File: src/rtl/pwr_sleep_pkg.sv
package pwr_sleep_pkg;

   localparam logic [2:0] MODE_IDLE  = 3'd0;
   localparam logic [2:0] MODE_PDOWN = 3'd2;
   localparam logic [2:0] MODE_PSAVE = 3'd3;
   localparam logic [2:0] MODE_STBY  = 3'd6;
   localparam logic [2:0] MODE_XSTBY = 3'd7;

   typedef enum logic [1:0] {
      PS_RUN    = 2'd0,
      PS_SLEEP  = 2'd1,
      PS_SETTLE = 2'd2
   } pwr_state_e;

   // what stays alive while asleep, and what may end the sleep
   typedef struct packed {
      logic keep_sys_clk;
      logic keep_sys_osc;
      logic keep_rtc_osc;
      logic wake_on_irq;
      logic wake_on_rtc;
   } pwr_profile_t;

endpackage

File: src/rtl/pwr_profile_lookup.sv
module pwr_profile_lookup
   import pwr_sleep_pkg::*;
(
   input  logic [2:0]   mode,
   output pwr_profile_t prof
);

   always_comb begin
      unique case (mode)
         MODE_PDOWN: prof = '{keep_sys_clk: 1'b0, keep_sys_osc: 1'b0, keep_rtc_osc: 1'b0,
                              wake_on_irq: 1'b0, wake_on_rtc: 1'b0};
         MODE_PSAVE: prof = '{keep_sys_clk: 1'b0, keep_sys_osc: 1'b0, keep_rtc_osc: 1'b1,
                              wake_on_irq: 1'b0, wake_on_rtc: 1'b1};
         MODE_STBY:  prof = '{keep_sys_clk: 1'b0, keep_sys_osc: 1'b1, keep_rtc_osc: 1'b0,
                              wake_on_irq: 1'b0, wake_on_rtc: 1'b0};
         MODE_XSTBY: prof = '{keep_sys_clk: 1'b0, keep_sys_osc: 1'b1, keep_rtc_osc: 1'b1,
                              wake_on_irq: 1'b0, wake_on_rtc: 1'b1};
         default:    prof = '{keep_sys_clk: 1'b1, keep_sys_osc: 1'b1, keep_rtc_osc: 1'b1,
                              wake_on_irq: 1'b1, wake_on_rtc: 1'b1};
      endcase
   end

endmodule

File: src/rtl/pwr_cfg_regs.sv
module pwr_cfg_regs #(
   parameter int NUM_PERIPH = 8,
   parameter int STAB_W     = 8,
   parameter int STAB_RESET = 16
) (
   input  logic                  clk,
   input  logic                  rst_n,
   input  logic                  cfg_wr,
   input  logic [2:0]            cfg_mode,
   input  logic                  cfg_sleep_en,
   input  logic [STAB_W-1:0]     cfg_stab,
   input  logic                  stop_wr,
   input  logic [NUM_PERIPH-1:0] stop_data,
   output logic [2:0]            mode_q,
   output logic                  sleep_en_q,
   output logic [STAB_W-1:0]     stab_q,
   output logic [NUM_PERIPH-1:0] stop_q
);

   localparam logic [STAB_W-1:0] STAB_INIT = STAB_W'(STAB_RESET);

   always_ff @(posedge clk or negedge rst_n) begin
      if (!rst_n) begin
         mode_q     <= 3'd0;
         sleep_en_q <= 1'b0;
         stab_q     <= STAB_INIT;
      end else if (cfg_wr) begin
         mode_q     <= cfg_mode;
         sleep_en_q <= cfg_sleep_en;
         stab_q     <= cfg_stab;
      end
   end

   always_ff @(posedge clk or negedge rst_n) begin
      if (!rst_n)       stop_q <= '0;
      else if (stop_wr) stop_q <= stop_data;
   end

endmodule

File: src/rtl/pwr_seq_fsm.sv
module pwr_seq_fsm
   import pwr_sleep_pkg::*;
#(
   parameter int STAB_W = 8
) (
   input  logic              clk,
   input  logic              rst_n,
   input  logic              sleep_req,
   input  logic              sleep_en,
   input  logic [2:0]        mode_cfg,
   input  logic [STAB_W-1:0] stab_cfg,
   input  pwr_profile_t      prof,
   input  logic              wake_irq,
   input  logic              wake_twi,
   input  logic              wake_pin,
   input  logic              wake_rtc,
   output pwr_state_e        state,
   output logic [2:0]        mode_lat
);

   logic [STAB_W-1:0] cnt_q;
   logic              wake_ok;
   logic              cnt_done;

   assign wake_ok  = wake_twi | wake_pin
                   | (prof.wake_on_rtc & wake_rtc)
                   | (prof.wake_on_irq & wake_irq);
   assign cnt_done = (cnt_q == '0);

   always_ff @(posedge clk or negedge rst_n) begin
      if (!rst_n) begin
         state    <= PS_RUN;
         mode_lat <= MODE_IDLE;
         cnt_q    <= '0;
      end else begin
         unique case (state)
            PS_RUN: begin
               if (sleep_req && sleep_en) begin
                  state    <= PS_SLEEP;
                  mode_lat <= mode_cfg;
               end
            end
            PS_SLEEP: begin
               if (wake_ok) begin
                  if (prof.keep_sys_osc) begin
                     state <= PS_RUN;
                  end else begin
                     state <= PS_SETTLE;
                     cnt_q <= stab_cfg;
                  end
               end
            end
            PS_SETTLE: begin
               if (cnt_done) state <= PS_RUN;
               else          cnt_q <= cnt_q - 1'b1;
            end
            default: state <= PS_RUN;
         endcase
      end
   end

endmodule

File: src/rtl/pwr_clk_gate.sv
module pwr_clk_gate
   import pwr_sleep_pkg::*;
#(
   parameter int NUM_PERIPH     = 8,
   parameter bit PERIPH_STOP_EN = 1'b1
) (
   input  pwr_state_e            state,
   input  pwr_profile_t          prof,
   input  logic [NUM_PERIPH-1:0] stop_q,
   output logic                  cpu_clk_en,
   output logic                  sys_clk_en,
   output logic                  sys_osc_en,
   output logic                  rtc_osc_en,
   output logic [NUM_PERIPH-1:0] periph_clk_en
);

   logic run;
   logic asleep;

   assign run    = (state == PS_RUN);
   assign asleep = (state == PS_SLEEP);

   assign cpu_clk_en = run;
   assign sys_clk_en = run | (asleep & prof.keep_sys_clk);
   assign sys_osc_en = ~asleep | prof.keep_sys_osc;
   assign rtc_osc_en = ~asleep | prof.keep_rtc_osc;

   for (genvar i = 0; i < NUM_PERIPH; i++) begin : g_periph
      if (PERIPH_STOP_EN) begin : g_stoppable
         assign periph_clk_en[i] = sys_clk_en & ~stop_q[i];
      end else begin : g_fixed
         assign periph_clk_en[i] = sys_clk_en;
      end
   end

endmodule

File: src/rtl/pwr_sleep_ctrl.sv
module pwr_sleep_ctrl
   import pwr_sleep_pkg::*;
#(
   parameter int NUM_PERIPH     = 8,
   parameter int STAB_W         = 8,
   parameter int STAB_RESET     = 16,
   parameter bit PERIPH_STOP_EN = 1'b1
) (
   input  logic                  clk,
   input  logic                  rst_n,
   input  logic                  cfg_wr,
   input  logic [2:0]            cfg_mode,
   input  logic                  cfg_sleep_en,
   input  logic [STAB_W-1:0]     cfg_stab,
   input  logic                  stop_wr,
   input  logic [NUM_PERIPH-1:0] stop_data,
   input  logic                  sleep_req,
   input  logic                  wake_irq,
   input  logic                  wake_twi,
   input  logic                  wake_pin,
   input  logic                  wake_rtc,
   output logic                  cpu_clk_en,
   output logic                  sys_clk_en,
   output logic [NUM_PERIPH-1:0] periph_clk_en,
   output logic                  sys_osc_en,
   output logic                  rtc_osc_en
);

   if (NUM_PERIPH < 1 || NUM_PERIPH > 64) begin : g_bad_periph
      $error("pwr_sleep_ctrl: NUM_PERIPH must lie in 1..64");
   end
   if (STAB_W < 1 || STAB_W > 24) begin : g_bad_stab_w
      $error("pwr_sleep_ctrl: STAB_W must lie in 1..24");
   end
   if (STAB_RESET < 0 || STAB_RESET >= (1 << STAB_W)) begin : g_bad_stab_rst
      $error("pwr_sleep_ctrl: STAB_RESET does not fit in STAB_W bits");
   end

   logic [2:0]            mode_q;
   logic                  sleep_en_q;
   logic [STAB_W-1:0]     stab_q;
   logic [NUM_PERIPH-1:0] stop_q;
   pwr_state_e            st;
   logic [2:0]            mode_lat;
   pwr_profile_t          prof;

   pwr_cfg_regs #(
      .NUM_PERIPH (NUM_PERIPH),
      .STAB_W     (STAB_W),
      .STAB_RESET (STAB_RESET)
   ) i_regs (
      .clk          (clk),
      .rst_n        (rst_n),
      .cfg_wr       (cfg_wr),
      .cfg_mode     (cfg_mode),
      .cfg_sleep_en (cfg_sleep_en),
      .cfg_stab     (cfg_stab),
      .stop_wr      (stop_wr),
      .stop_data    (stop_data),
      .mode_q       (mode_q),
      .sleep_en_q   (sleep_en_q),
      .stab_q       (stab_q),
      .stop_q       (stop_q)
   );

   pwr_profile_lookup i_lookup (
      .mode (mode_lat),
      .prof (prof)
   );

   pwr_seq_fsm #(
      .STAB_W (STAB_W)
   ) i_fsm (
      .clk       (clk),
      .rst_n     (rst_n),
      .sleep_req (sleep_req),
      .sleep_en  (sleep_en_q),
      .mode_cfg  (mode_q),
      .stab_cfg  (stab_q),
      .prof      (prof),
      .wake_irq  (wake_irq),
      .wake_twi  (wake_twi),
      .wake_pin  (wake_pin),
      .wake_rtc  (wake_rtc),
      .state     (st),
      .mode_lat  (mode_lat)
   );

   pwr_clk_gate #(
      .NUM_PERIPH     (NUM_PERIPH),
      .PERIPH_STOP_EN (PERIPH_STOP_EN)
   ) i_gate (
      .state         (st),
      .prof          (prof),
      .stop_q        (stop_q),
      .cpu_clk_en    (cpu_clk_en),
      .sys_clk_en    (sys_clk_en),
      .sys_osc_en    (sys_osc_en),
      .rtc_osc_en    (rtc_osc_en),
      .periph_clk_en (periph_clk_en)
   );

endmodule

File: config.mk
export PLATFORM = sky130hd
export DESIGN_NAME = pwr_sleep_ctrl
export DESIGN_NICKNAME = d
export VERILOG_FILES = /design/src/rtl/pwr_sleep_pkg.sv /design/src/rtl/pwr_profile_lookup.sv /design/src/rtl/pwr_cfg_regs.sv /design/src/rtl/pwr_seq_fsm.sv /design/src/rtl/pwr_clk_gate.sv /design/src/rtl/pwr_sleep_ctrl.sv
export SDC_FILE = /design/constraint.sdc
export NUM_CORES = 1
export LEC_CHECK = 0
export BUFFER_PORTS_ARGS = -buffer_cell sky130_fd_sc_hd__buf_2
export CAP_MARGIN = 20
export CORE_ASPECT_RATIO = 1.75
export CORE_MARGIN = 3
export CORE_UTILIZATION = 31
export DETAILED_ROUTE_END_ITERATION = 10
export PLACE_DENSITY_LB_ADDON = 0.2
export REMOVE_ABC_BUFFERS = 1
export SYNTH_ARGS = -nofsm -noshare
export SYNTH_HDL_FRONTEND = slang
export SYNTH_SLANG_ARGS = --single-unit
File: constraint.sdc
create_clock -name clk -period 2.5 [get_ports clk]
set_input_delay 0.375 -clock clk [delete_from_list [all_inputs] [get_ports clk]]
set_output_delay 0.375 -clock clk [all_outputs]
set_load 0.01 [all_outputs]
# Word level (Yosys, flattened, before mapping)
# Index checks and enable logic that the tools add are counted.
[op_classes]
reduce_logical = 7
mul = 0
shift = 0
add_sub_neg = 1
order_cmp = 0
n_bitwise = 26
mux = 10
n_eq_ne = 11
div = 0
[op_table]
columns = ["cell", "n"]
rows = [
  ["$mux 8", 3],
  ["$pmux 5 s4", 1],
  ["$pmux 8 s2", 1],
  ["$and 1x1->1", 11],
  ["$not 1->1", 9],
  ["$logic_not 8->1", 1],
  ["$mux 2", 4],
  ["$ne 2x2->1 const B", 4],
  ["$sub 8x1->8 const B", 1],
  ["$eq 3x2->1 const B", 2],
  ["$eq 3x3->1 const B", 2],
  ["$or 1x1->1", 6],
  ["$pmux 2 s3", 1],
  ["$reduce_and 4->1", 1],
  ["$reduce_and 3->1", 1],
  ["$eq 2x1->1 const B", 1],
  ["$eq 2x2->1 const B", 1],
  ["$logic_not 2->1", 1],
  ["$ne 2x1->1 const B", 1],
  ["$reduce_and 2->1", 1],
  ["$reduce_bool 2->1", 1],
  ["$logic_and 1x1->1", 1],
]
[totals]
n_memories = 0
wordCells = 62
inputBits = 29
mem_bits_ro = 0
ramBits = 0
output_inout_bits = 12
latch_bits = 0
regBits = 33

# Depth between registers and ports, before layout
# Gate-level depths: netlist of run 1.
[depth]
word_depth = 7
depth_mapped = 6
mapped_depth_nobuf = 6

# Modules after synthesis
# From an unflattened synthesis of run 1, not the netlist that was laid out.
[hier_totals]
hier_cells = 141
area_unflattened_um2 = 1704.1
[modules_own_cells]
columns = ["mod", "cells_per_inst", "area_per_inst_um2", "seq_area_each_um2", "instances"]
rows = [
  ["pwr_cfg_regs", 42, 787.0, 501.7, 1],
  ["pwr_seq_fsm", 79, 750.7, 325.3, 1],
  ["pwr_clk_gate", 15, 135.1, 0.0, 1],
  ["pwr_profile_lookup", 5, 31.3, 0.0, 1],
]

# Least setup slack after synthesis of run 1
# No wires, ideal clock.
[synth_timing]
kind = "register -> register"
start = "reg i_fsm.cnt_q[0]"
end = "reg i_fsm.cnt_q[6]"
required_ns = 2.379
t_arrival_ns = 1.557
synth_period_minus_slack_ns = 1.678
path_buffers = 0
slack_ns = 0.822
path_stages_with_launch = 7
setup_ns = 0.121
path_cell_list = "dfrtp_1 inv_1 ha_1 or3b_1 o31ai_1 o211ai_1 a22o_1"
[synth_via]
elab_chain_cells = 3
elab_cells_between_ends = 6
cone_classes = "add/sub (1); eq/ne (1); mux (2); reduce/logical (2)"
[synth_rtl]
columns = ["item", "line_no", "rtl"]
rows = [
  ["from (decl)", "pwr_seq_fsm.sv:21", "logic [STAB_W-1:0] cnt_q;"],
  ["from (signal assigned)", "pwr_seq_fsm.sv:49", "cnt_q <= stab_cfg;"],
  ["from (signal assigned)", "pwr_seq_fsm.sv:55", "else cnt_q <= cnt_q - 1'b1;"],
  ["$sub 8x1->8 or $logic_not 8->1 (tied branches)", "pwr_seq_fsm.sv:55, pwr_seq_fsm.sv:28", ""],
  ["$mux 8 or $ne 2x2->1 (tied branches)", "--", ""],
  ["$pmux 8 s2 or $reduce_and 4->1 (tied branches)", "--", ""],
]
# Several ways; a longest one is shown, not always the timed one. The select of a mux whose other input is x is not followed.
# A chain may end at the register's enable or synchronous reset.

# Worst setup path after layout of run 1
# Same ends and word-level chain as after synthesis.

==> out/results.ini, run 1 <==
[place]
gp_congestion = 0.815
portBuffers = 40
hpwl_mm = 2.76

[power_and_ir_drop]
switching_share = 0.360
p_sw_w = 0.000709
clkPwrFrac = 0.222
ir_drop_uv = 693
seqPwrFrac = 0.407
leakagePower_nw = 0.889
power.density_nw_per_um2 = 1010
internal-power_w = 0.00126
combPwrFrac = 0.371

[yosys]
synth_compound_area_frac = 0.151
synth_top_family_by_area = multiplexers
synthTopCellsByArea = dfrtp_1 (50%), mux2_2 (16%), a22o_1 (4.4%), nor2_1 (4.0%), o211ai_1 (2.3%)
yosys.area_share.simple = 0.118
yosysWarningCount = 0
synth_fa_ha_area_frac = 0.0156
synth-xor-area-share = 0
synthMuxAreaShare = 0.167
ys_types = 35
synth_largest_area_cell = dfrtp_1
seq_area_frac_synth = 0.514
synth_area_um2 = 1610
syn_avg_cell_area_um2 = 11.9
ys_ff_latch = 33
synth_top_area_frac = 0.498
syn_inst = 135

[route]
post_drt_wl_per_cell_um = 15.1
routed_via_density = 5.16
drt_iter0_drc = 8
drt-total-wl_mm = 3.50
drc = 0
num_vias = 1193
drt_pass1_iterations = 4
drtAntennaViolNets = 0

[cts]
post_cts_resized = 0
htree_levels = 2
cts_tree = built
clk_path_buf_depth = 2
cts_inserted_buffers = 5
post_cts_buffers = 0
cts.sinks = 33
cts-root-buf = clkbuf_8
worstSkewPairLatency_ps = 280
ctsHoldBuffers = 0
cts.clk_slew.worst_paths_ps = 70

[global_routing]
grt_first_pass_wirelength_mm = 6.03
overflow = 0
antenna_found_initial = 0
track_usage = 0.128
grt_pass1_vias = 1255
grt_max_degree = 34

[hold_path]
hold_path_class = in2async

[worst_setup_path]
cp_max_fo = 5
path_cells = inv_1 -> ha_1 -> or3b_1 -> o31ai_1 -> o211ai_1 -> a22o_1
max_stage_delay_ps = 430
cp.required_ps = 2660
cp-end-kind = register
crit_type = reg2reg
critical-path-top-delay-family = compound AO/OA/AOI/OAI gates
cp_slowest_cell = or3b_1
arrival_ps = 2120
worst-path-buf-inv = 1
worst_setup_path_start_kind = register

[die]
die_h_um = 101
num_io_pins = 41
initial_core_util = 0.323
rows = 34
fp.dieW_um = 60.4
die_area_um2 = 6120
core_area_um2 = 4980

[sta]
fin_crit_sh = 0.783
rsz0062_at_grt = no
tightest_slew_ps = 738
drv_slew = 0
hold_ws_ps = 153
worst_clock_skew_ps = 6.81
fmax_mhz = 511
setup_viol = 0
hold_viol = 0
period_needed_ps = 1960
final.setup.tns_ps = 0
maxSlewHeadroom = 0.508

[finish]
final_core_util = 0.391
fin_nets = 207
n_antenna_cell = 0
area_growth_pct = 21.0
layout-drive-gt1-share = 0.435

[outcome]
status = complete, no violations

[flow_run]
cap_viol_max_count = 0

## worst paths after layout
check                                   from                end  slack (ps)  cells after the start
max                           i_fsm.cnt_q[0]     i_fsm.cnt_q[6]         540                      6
min                                    rst_n   i_regs.mode_q[0]         150                      1
max reg2reg                   i_fsm.cnt_q[0]     i_fsm.cnt_q[6]         540                      6
min reg2reg                i_fsm.mode_lat[2]  i_fsm.mode_lat[2]         510                      1
max in group asynchronous              rst_n     i_fsm.cnt_q[5]        1870                      1
min in group clk                 cfg_mode[2]   i_regs.mode_q[2]         320                      2
## layout by cell type (no fill, tap or decap)
cell	n
mux2_2	23
nor2_1	17
nor2b_1	3
o21ai_0	2
mux2i_1	1
o21a_1	1
nor3_1	1
a22oi_2	1
and3_1	1
o31ai_1	3
nand3b_1	1
a21o_1	2
a22o_1	8
ha_1	2
o221ai_1	2
and3b_1	1
clkinv_2	1
o211ai_1	5
or3b_1	1
dfrtp_1	32
a31oi_4	1
o2111ai_2	1
or4_1	1
inv_1	6
nor4_4	1
clkbuf_8	7
buf_2	40
dfstp_2	1
nand2_1	5
or3_1	1
a21oi_1	1
nand2b_1	2
a31o_2	1
nand3_1	1
## per-layer routing
metal	vias to the layer above	GRT usage	share of wire
li1	570	-	-
met5	-	0	0
met4	0	0.0534	0.015
met1	588	0.144	0.37
met2	31	0.228	0.58
met3	4	0.0242	0.039
## Yosys cell counts (all sizes together)
| cell type | n |
|---|---|
| dfrtp | 32 |
| a21oi | 1 |
| a21o | 2 |
| and3 | 1 |
| a22oi | 1 |
| o211ai | 5 |
| a22o | 8 |
| o21a | 1 |
| or3b | 1 |
| o21ai | 2 |
| ha | 2 |
| nand3b | 1 |
| nor3 | 1 |
| o221ai | 2 |
| clkbuf | 3 |
| buf | 3 |
| nor2 | 17 |
| a31oi | 1 |
| inv | 6 |
| and3b | 1 |
| mux2i | 1 |
| or3 | 1 |
| nand2b | 2 |
| o31ai | 3 |
| or4 | 1 |
| o2111ai | 1 |
| a31o | 1 |
| nor2b | 3 |
| dfstp | 1 |
| nand2 | 5 |
| mux2 | 23 |
| nand3 | 1 |
| nor4 | 1 |
## per-stage QoR
step,total power (W),cells,setup slack [ps],instance area [um^2]
floorplan,0.00131,129,822,1580
global placement,0.00153,223,685,1840
detailed placement,0.00155,223,581,1840
CTS,0.00200,231,532,1950
global route,0.00212,231,407,1950
finish,0.00197,231,543,1950
## state kept, by name, summed over array words and instances (netlist names)
name               count
i_fsm.cnt_q            8
i_regs.stab_q          8
i_regs.mode_q          3
i_regs.stop_q          8
i_regs.sleep_en_q      1
i_fsm.state            2
i_fsm.mode_lat         3
## worst reg2reg max path: stages (launching register included)
cell	delay [ps]
dfrtp_1	420
inv_1	100
ha_1	190
or3b_1	430
o31ai_1	280
o211ai_1	160
a22o_1	260
## layout make-up
class | count | area, um^2
Sequential cell | 33 | 827
Multi-Input combinational cell | 90 | 727
Clock inverter | 1 | 5.00
Clock buffer | 7 | 96.3
Timing Repair Buffer | 40 | 200
Fill cell | 479 | 3030
Inverter | 6 | 22.5
Tap cell | 54 | 67.6
## power by group through the flow
stage / clock (W) / combinational (W) / sequential [W]
floorplan: 0 / 0.000533 / 0.000774
global placement: 0 / 0.000717 / 0.000808
detailed placement: 0 / 0.000735 / 0.000814
CTS: 0.000455 / 0.000740 / 0.000803
global route: 0.000481 / 0.000810 / 0.000825
finish: 0.000437 / 0.000729 / 0.000801
## logic make-up (layout without fill, tap and decap cells)
logic type / count (synthesis) / in the layout
compound gates: 28 / 28
buf+inv: 12 / 54
fa+ha+maj: 2 / 2
flops: 33 / 33
mux: 24 / 24
simple gates: 36 / 36
(Power assumes the default switching activity.)
==> inputs of run 2 (changes only) <==
==> constraint.sdc (replaced) <==
create_clock -name clk -period 1.72 [get_ports clk]
set_input_delay 0.258 -clock clk [delete_from_list [all_inputs] [get_ports clk]]
set_output_delay 0.258 -clock clk [all_outputs]
set_load 0.01 [all_outputs]
==> out/results.ini, run 2 (synthesis gave the netlist of run 1 again) <==
[finish]
fin_nets = 221
area_growth_pct = 28.5
final_area_um2 = 2070
n_antenna_cell = 0
final_common_cell = buf_2
layout_common_cells = buf_2 (40), dfrtp_1 (32), mux2_2 (23), nor2_1 (17), buf_4 (14)
final_core_util = 0.415
top_regs = i_fsm.cnt_q (8), i_regs.stab_q (8), i_regs.stop_q (8)
layout-drive-gt1-share = 0.508
fillers = 483

[hold_path]
hold_path_class = in2async

[route]
drtAntennaViolNets = 0
routed_via_density = 5.03
post_drt_wl_per_cell_um = 14.8
drc = 0
num_vias = 1232
drt_iter0_drc = 15
drt-total-wl_mm = 3.63
drt_pass1_iterations = 4

[global_routing]
antenna_found_initial = 0
overflow = 0
grt_first_pass_wirelength_mm = 6.30
grt_pass1_vias = 1387
grt_max_degree = 34
track_usage = 0.136

[cts]
cts-root-buf = clkbuf_8
htree_levels = 2
cts.sinks = 33
cts_tree = built
cts_inserted_buffers = 5
clk_path_buf_depth = 2
worstSkewPairLatency_ps = 280
cts.clk_slew.worst_paths_ps = 70

[worst_setup_path]
crit_type = reg2reg
cp_max_fo = 3
cp.required_ps = 1890
cp-end-kind = register
worst_setup_path_start_kind = register
arrival_ps = 1850
rr_startpoint = i_fsm.cnt_q[1]
startpoint = i_fsm.cnt_q[1]

[sta]
hold_ws_ps = 38.4
hold_viol = 0
drv_slew = 0
setup_viol = 0
final.setup.tns_ps = 0
period_needed_ps = 1680
tightest_slew_ps = 747
fmax_mhz = 596
rsz0062_at_grt = yes
worst_clock_skew_ps = 3.29
maxSlewHeadroom = 0.502
fin_crit_sh = 0.975

[power_and_ir_drop]
ir_drop_uv = 923
power.density_nw_per_um2 = 1480
leakagePower_nw = 0.952

[die]
core_area_um2 = 4980
num_io_pins = 41
die_h_um = 101
die_area_um2 = 6120
rows = 34
initial_core_util = 0.323
fp.dieW_um = 60.4

[place]
post_dp_cell_area_um2 = 1930
hpwl_mm = 2.80
gp_congestion = 0.780
portBuffers = 40

[outcome]
status = complete, no violations

[flow_run]
cap_viol_max_count = 0

[run 2: critical path, cell delays in order (launching register included)]
cell,delay [ps]
dfrtp_1,400
inv_2,80
ha_4,130
or3b_4,390
o31ai_4,210
o211ai_1,110
a22o_1,240
[run 2: cell type report]
type                            count  area [um^2]  area share
Clock buffer                        6         72.6      0.0351
Timing Repair Buffer               54          305       0.148
Clock inverter                      2         10.0     0.00485
Inverter                            6         22.5      0.0109
Multi-Input combinational cell     90          761       0.368
Sequential cell                    33          827       0.400
Tap cell                           54         67.6      0.0327
[run 2: final timing paths]
path	cells past startpoint	to	slack, ps
max reg2reg	6	i_fsm.cnt_q[6]	40
max in group asynchronous	1	i_regs.stab_q[6]	1210
max	6	i_fsm.cnt_q[6]	40
min in group clk	2	i_regs.mode_q[0]	200
min	1	i_regs.mode_q[0]	40
min reg2reg	1	i_fsm.mode_lat[2]	500
[run 2: metal layers]
layer  GRT usage  part of all wire
met4      0.0551             0.021
met5           0                 0
met1       0.148              0.37
met3      0.0242             0.034
met2       0.250              0.58
[run 2: power breakdown]
part,leakage (nW),total [W],switching [W],internal (W)
logic,0.515,0.00136,0.000677,0.000684
clock network,0.0450,0.000563,0.000283,0.000280
registers,0.392,0.00113,0.000160,0.000970
[run 2: per-stage QoR]
| step | power [W] | setup WS, ps | std cells |
|---|---|---|---|
| after floorplan | 0.00190 | 42.0 | 129 |
| after global placement | 0.00237 | 65.8 | 235 |
| after detailed placement | 0.00241 | -28.0 | 235 |
| after CTS | 0.00303 | 5.93 | 244 |
| after global routing | 0.00326 | -12.2 | 245 |
| final | 0.00305 | 42.5 | 245 |
[run 2: timing repair]
action,CTS,global route
hold buffers,0,0
buffers inserted,1,1
endpoints found under the setup margin,1,5
pin swaps,1,1
resized for setup,5,5
==> inputs of run 3 (changes only) <==
--- a/config.mk
+++ b/config.mk
@@ -7,7 +7,7 @@
 export LEC_CHECK = 0
 export BUFFER_PORTS_ARGS = -buffer_cell sky130_fd_sc_hd__buf_2
 export CAP_MARGIN = 20
-export CORE_ASPECT_RATIO = 1.75
+export CORE_ASPECT_RATIO = 0.8
 export CORE_MARGIN = 3
 export CORE_UTILIZATION = 31
 export DETAILED_ROUTE_END_ITERATION = 10
==> out/results.ini, run 3 (synthesis gave the netlist of run 1 again) <==
[worst_setup_path]
path_cells = nor2b_2 -> and3b_2 -> buf_4 -> inv_1 -> buf_2
worst-path-buf-inv = 3
critical-path-top-delay-family = flip-flops
cp_slowest_cell = dfrtp_1
cp-end-kind = primary output
worst_setup_path_start_kind = register
startpoint = i_fsm.state[0]
crit_type = reg2out
max_stage_delay_ps = 410
rr_startpoint = i_fsm.cnt_q[1]
cp.required_ps = 1460
arrival_ps = 1390
cp_max_fo = 6

[die]
rows = 22
num_io_pins = 41
core_area_um2 = 4790
die_area_um2 = 6090
initial_core_util = 0.336
fp.dieW_um = 86.5
die_h_um = 70.4

[cts]
cts.sinks = 33
cts-root-buf = clkbuf_8
clk_path_buf_depth = 2
htree_levels = 2
worstSkewPairLatency_ps = 280
cts_inserted_buffers = 5
ctsHoldBuffers = 0
cts.clk_slew.worst_paths_ps = 70
cts_tree = built

[route]
num_vias = 1264
drc = 0
drt_iter0_drc = 55
routed_via_density = 5.00
drtAntennaViolNets = 0
drt-total-wl_mm = 3.50
post_drt_wl_per_cell_um = 13.8
drt_pass1_iterations = 4

[global_routing]
grt_first_pass_wirelength_mm = 6.13
antenna_found_initial = 0
grt_max_degree = 34
grt_pass1_vias = 1295
track_usage = 0.130
overflow = 0

[sta]
maxSlewHeadroom = 0.521
hold_viol = 0
drv_slew = 0
tightest_slew_ps = 719
hold_ws_ps = 15.7
rsz0062_at_grt = no
setup_viol = 0
worst_clock_skew_ps = 8.21
final.setup.tns_ps = 0
fmax_mhz = 607
setup_ws_ps = 71.6
period_needed_ps = 1650
fin_crit_sh = 0.958

[finish]
seqCellArea_um2 = 827
layout_common_cells = buf_2 (40), dfrtp_1 (32), mux2_2 (23), nor2_1 (17), buf_4 (16)
final_common_cell = buf_2
n_antenna_cell = 0
multiInputGateArea_um2 = 761
area_growth_pct = 30.7
layout-drive-gt1-share = 0.523
top_regs = i_fsm.cnt_q (8), i_regs.stab_q (8), i_regs.stop_q (8)
fin_nets = 223
fillers = 477

[flow_run]
cap_viol_max_count = 0

[place]
hpwl_mm = 2.66
portBuffers = 40
dp_slack_ps = 7.96
gp_congestion = 0.778

[outcome]
status = complete, no violations

[power_and_ir_drop]
leakagePower_nw = 0.965
ir_drop_uv = 638
power.density_nw_per_um2 = 1470
power_w = 0.00309

[hold_path]
hold_path_class = in2async

[run 3: changes by cell type in the layout (fill, tap and decap cells not counted), sizes merged]
cell | before | now
buf | 54 | 56
[run 3: final timing paths]
check                                     to  slack, ps  depth (start not counted)
max                               sys_osc_en         70                          5
min                           i_fsm.cnt_q[5]         20                          1
max reg2reg                   i_fsm.cnt_q[4]         80                          7
min reg2reg                i_fsm.mode_lat[2]        510                          1
max in group asynchronous   i_regs.stab_q[3]       1230                          1
min in group clk            i_regs.stab_q[5]        200                          2
[run 3: repair_timing]
action                     in CTS  in global routing
pin swaps                       0                  3
gates resized for setup         3                  7
setup endpoints to repair       2                  7
setup buffers                   0                  5
[run 3: routing by layer]
metal | wire, um | global-route usage | vias up
met4 | 39 | 0.0484 | 0
met2 | 1650 | 0.196 | 29
met3 | 205 | 0.0448 | 5
met1 | 1610 | 0.170 | 628
met5 | 0 | 0 | -
li1 | - | - | 602
[run 3: stage by stage]
stage	area, um^2	utilization	instances
after floorplan	1580	-	129
after global placement	1930	0.404	240
after detailed placement	1930	0.404	240
after CTS	2030	0.425	248
after global routing	2100	0.439	253
final	2100	0.439	253
[run 3: where the power goes]
group	internal, W	switching, W
combinational	0.000678	0.000660
sequential	0.000970	0.000162
clock	0.000324	0.000292
[run 3: final cells by class]
| cell class | instances | area share |
|---|---|---|
| flip-flops and latches | 33 | 0.393 |
| inverters | 6 | 0.0107 |
| multi-input cells | 90 | 0.362 |
| well taps | 60 | 0.0357 |
| clock buffers | 6 | 0.0393 |
| repair buffers | 56 | 0.152 |
| clock inverters | 2 | 0.00655 |
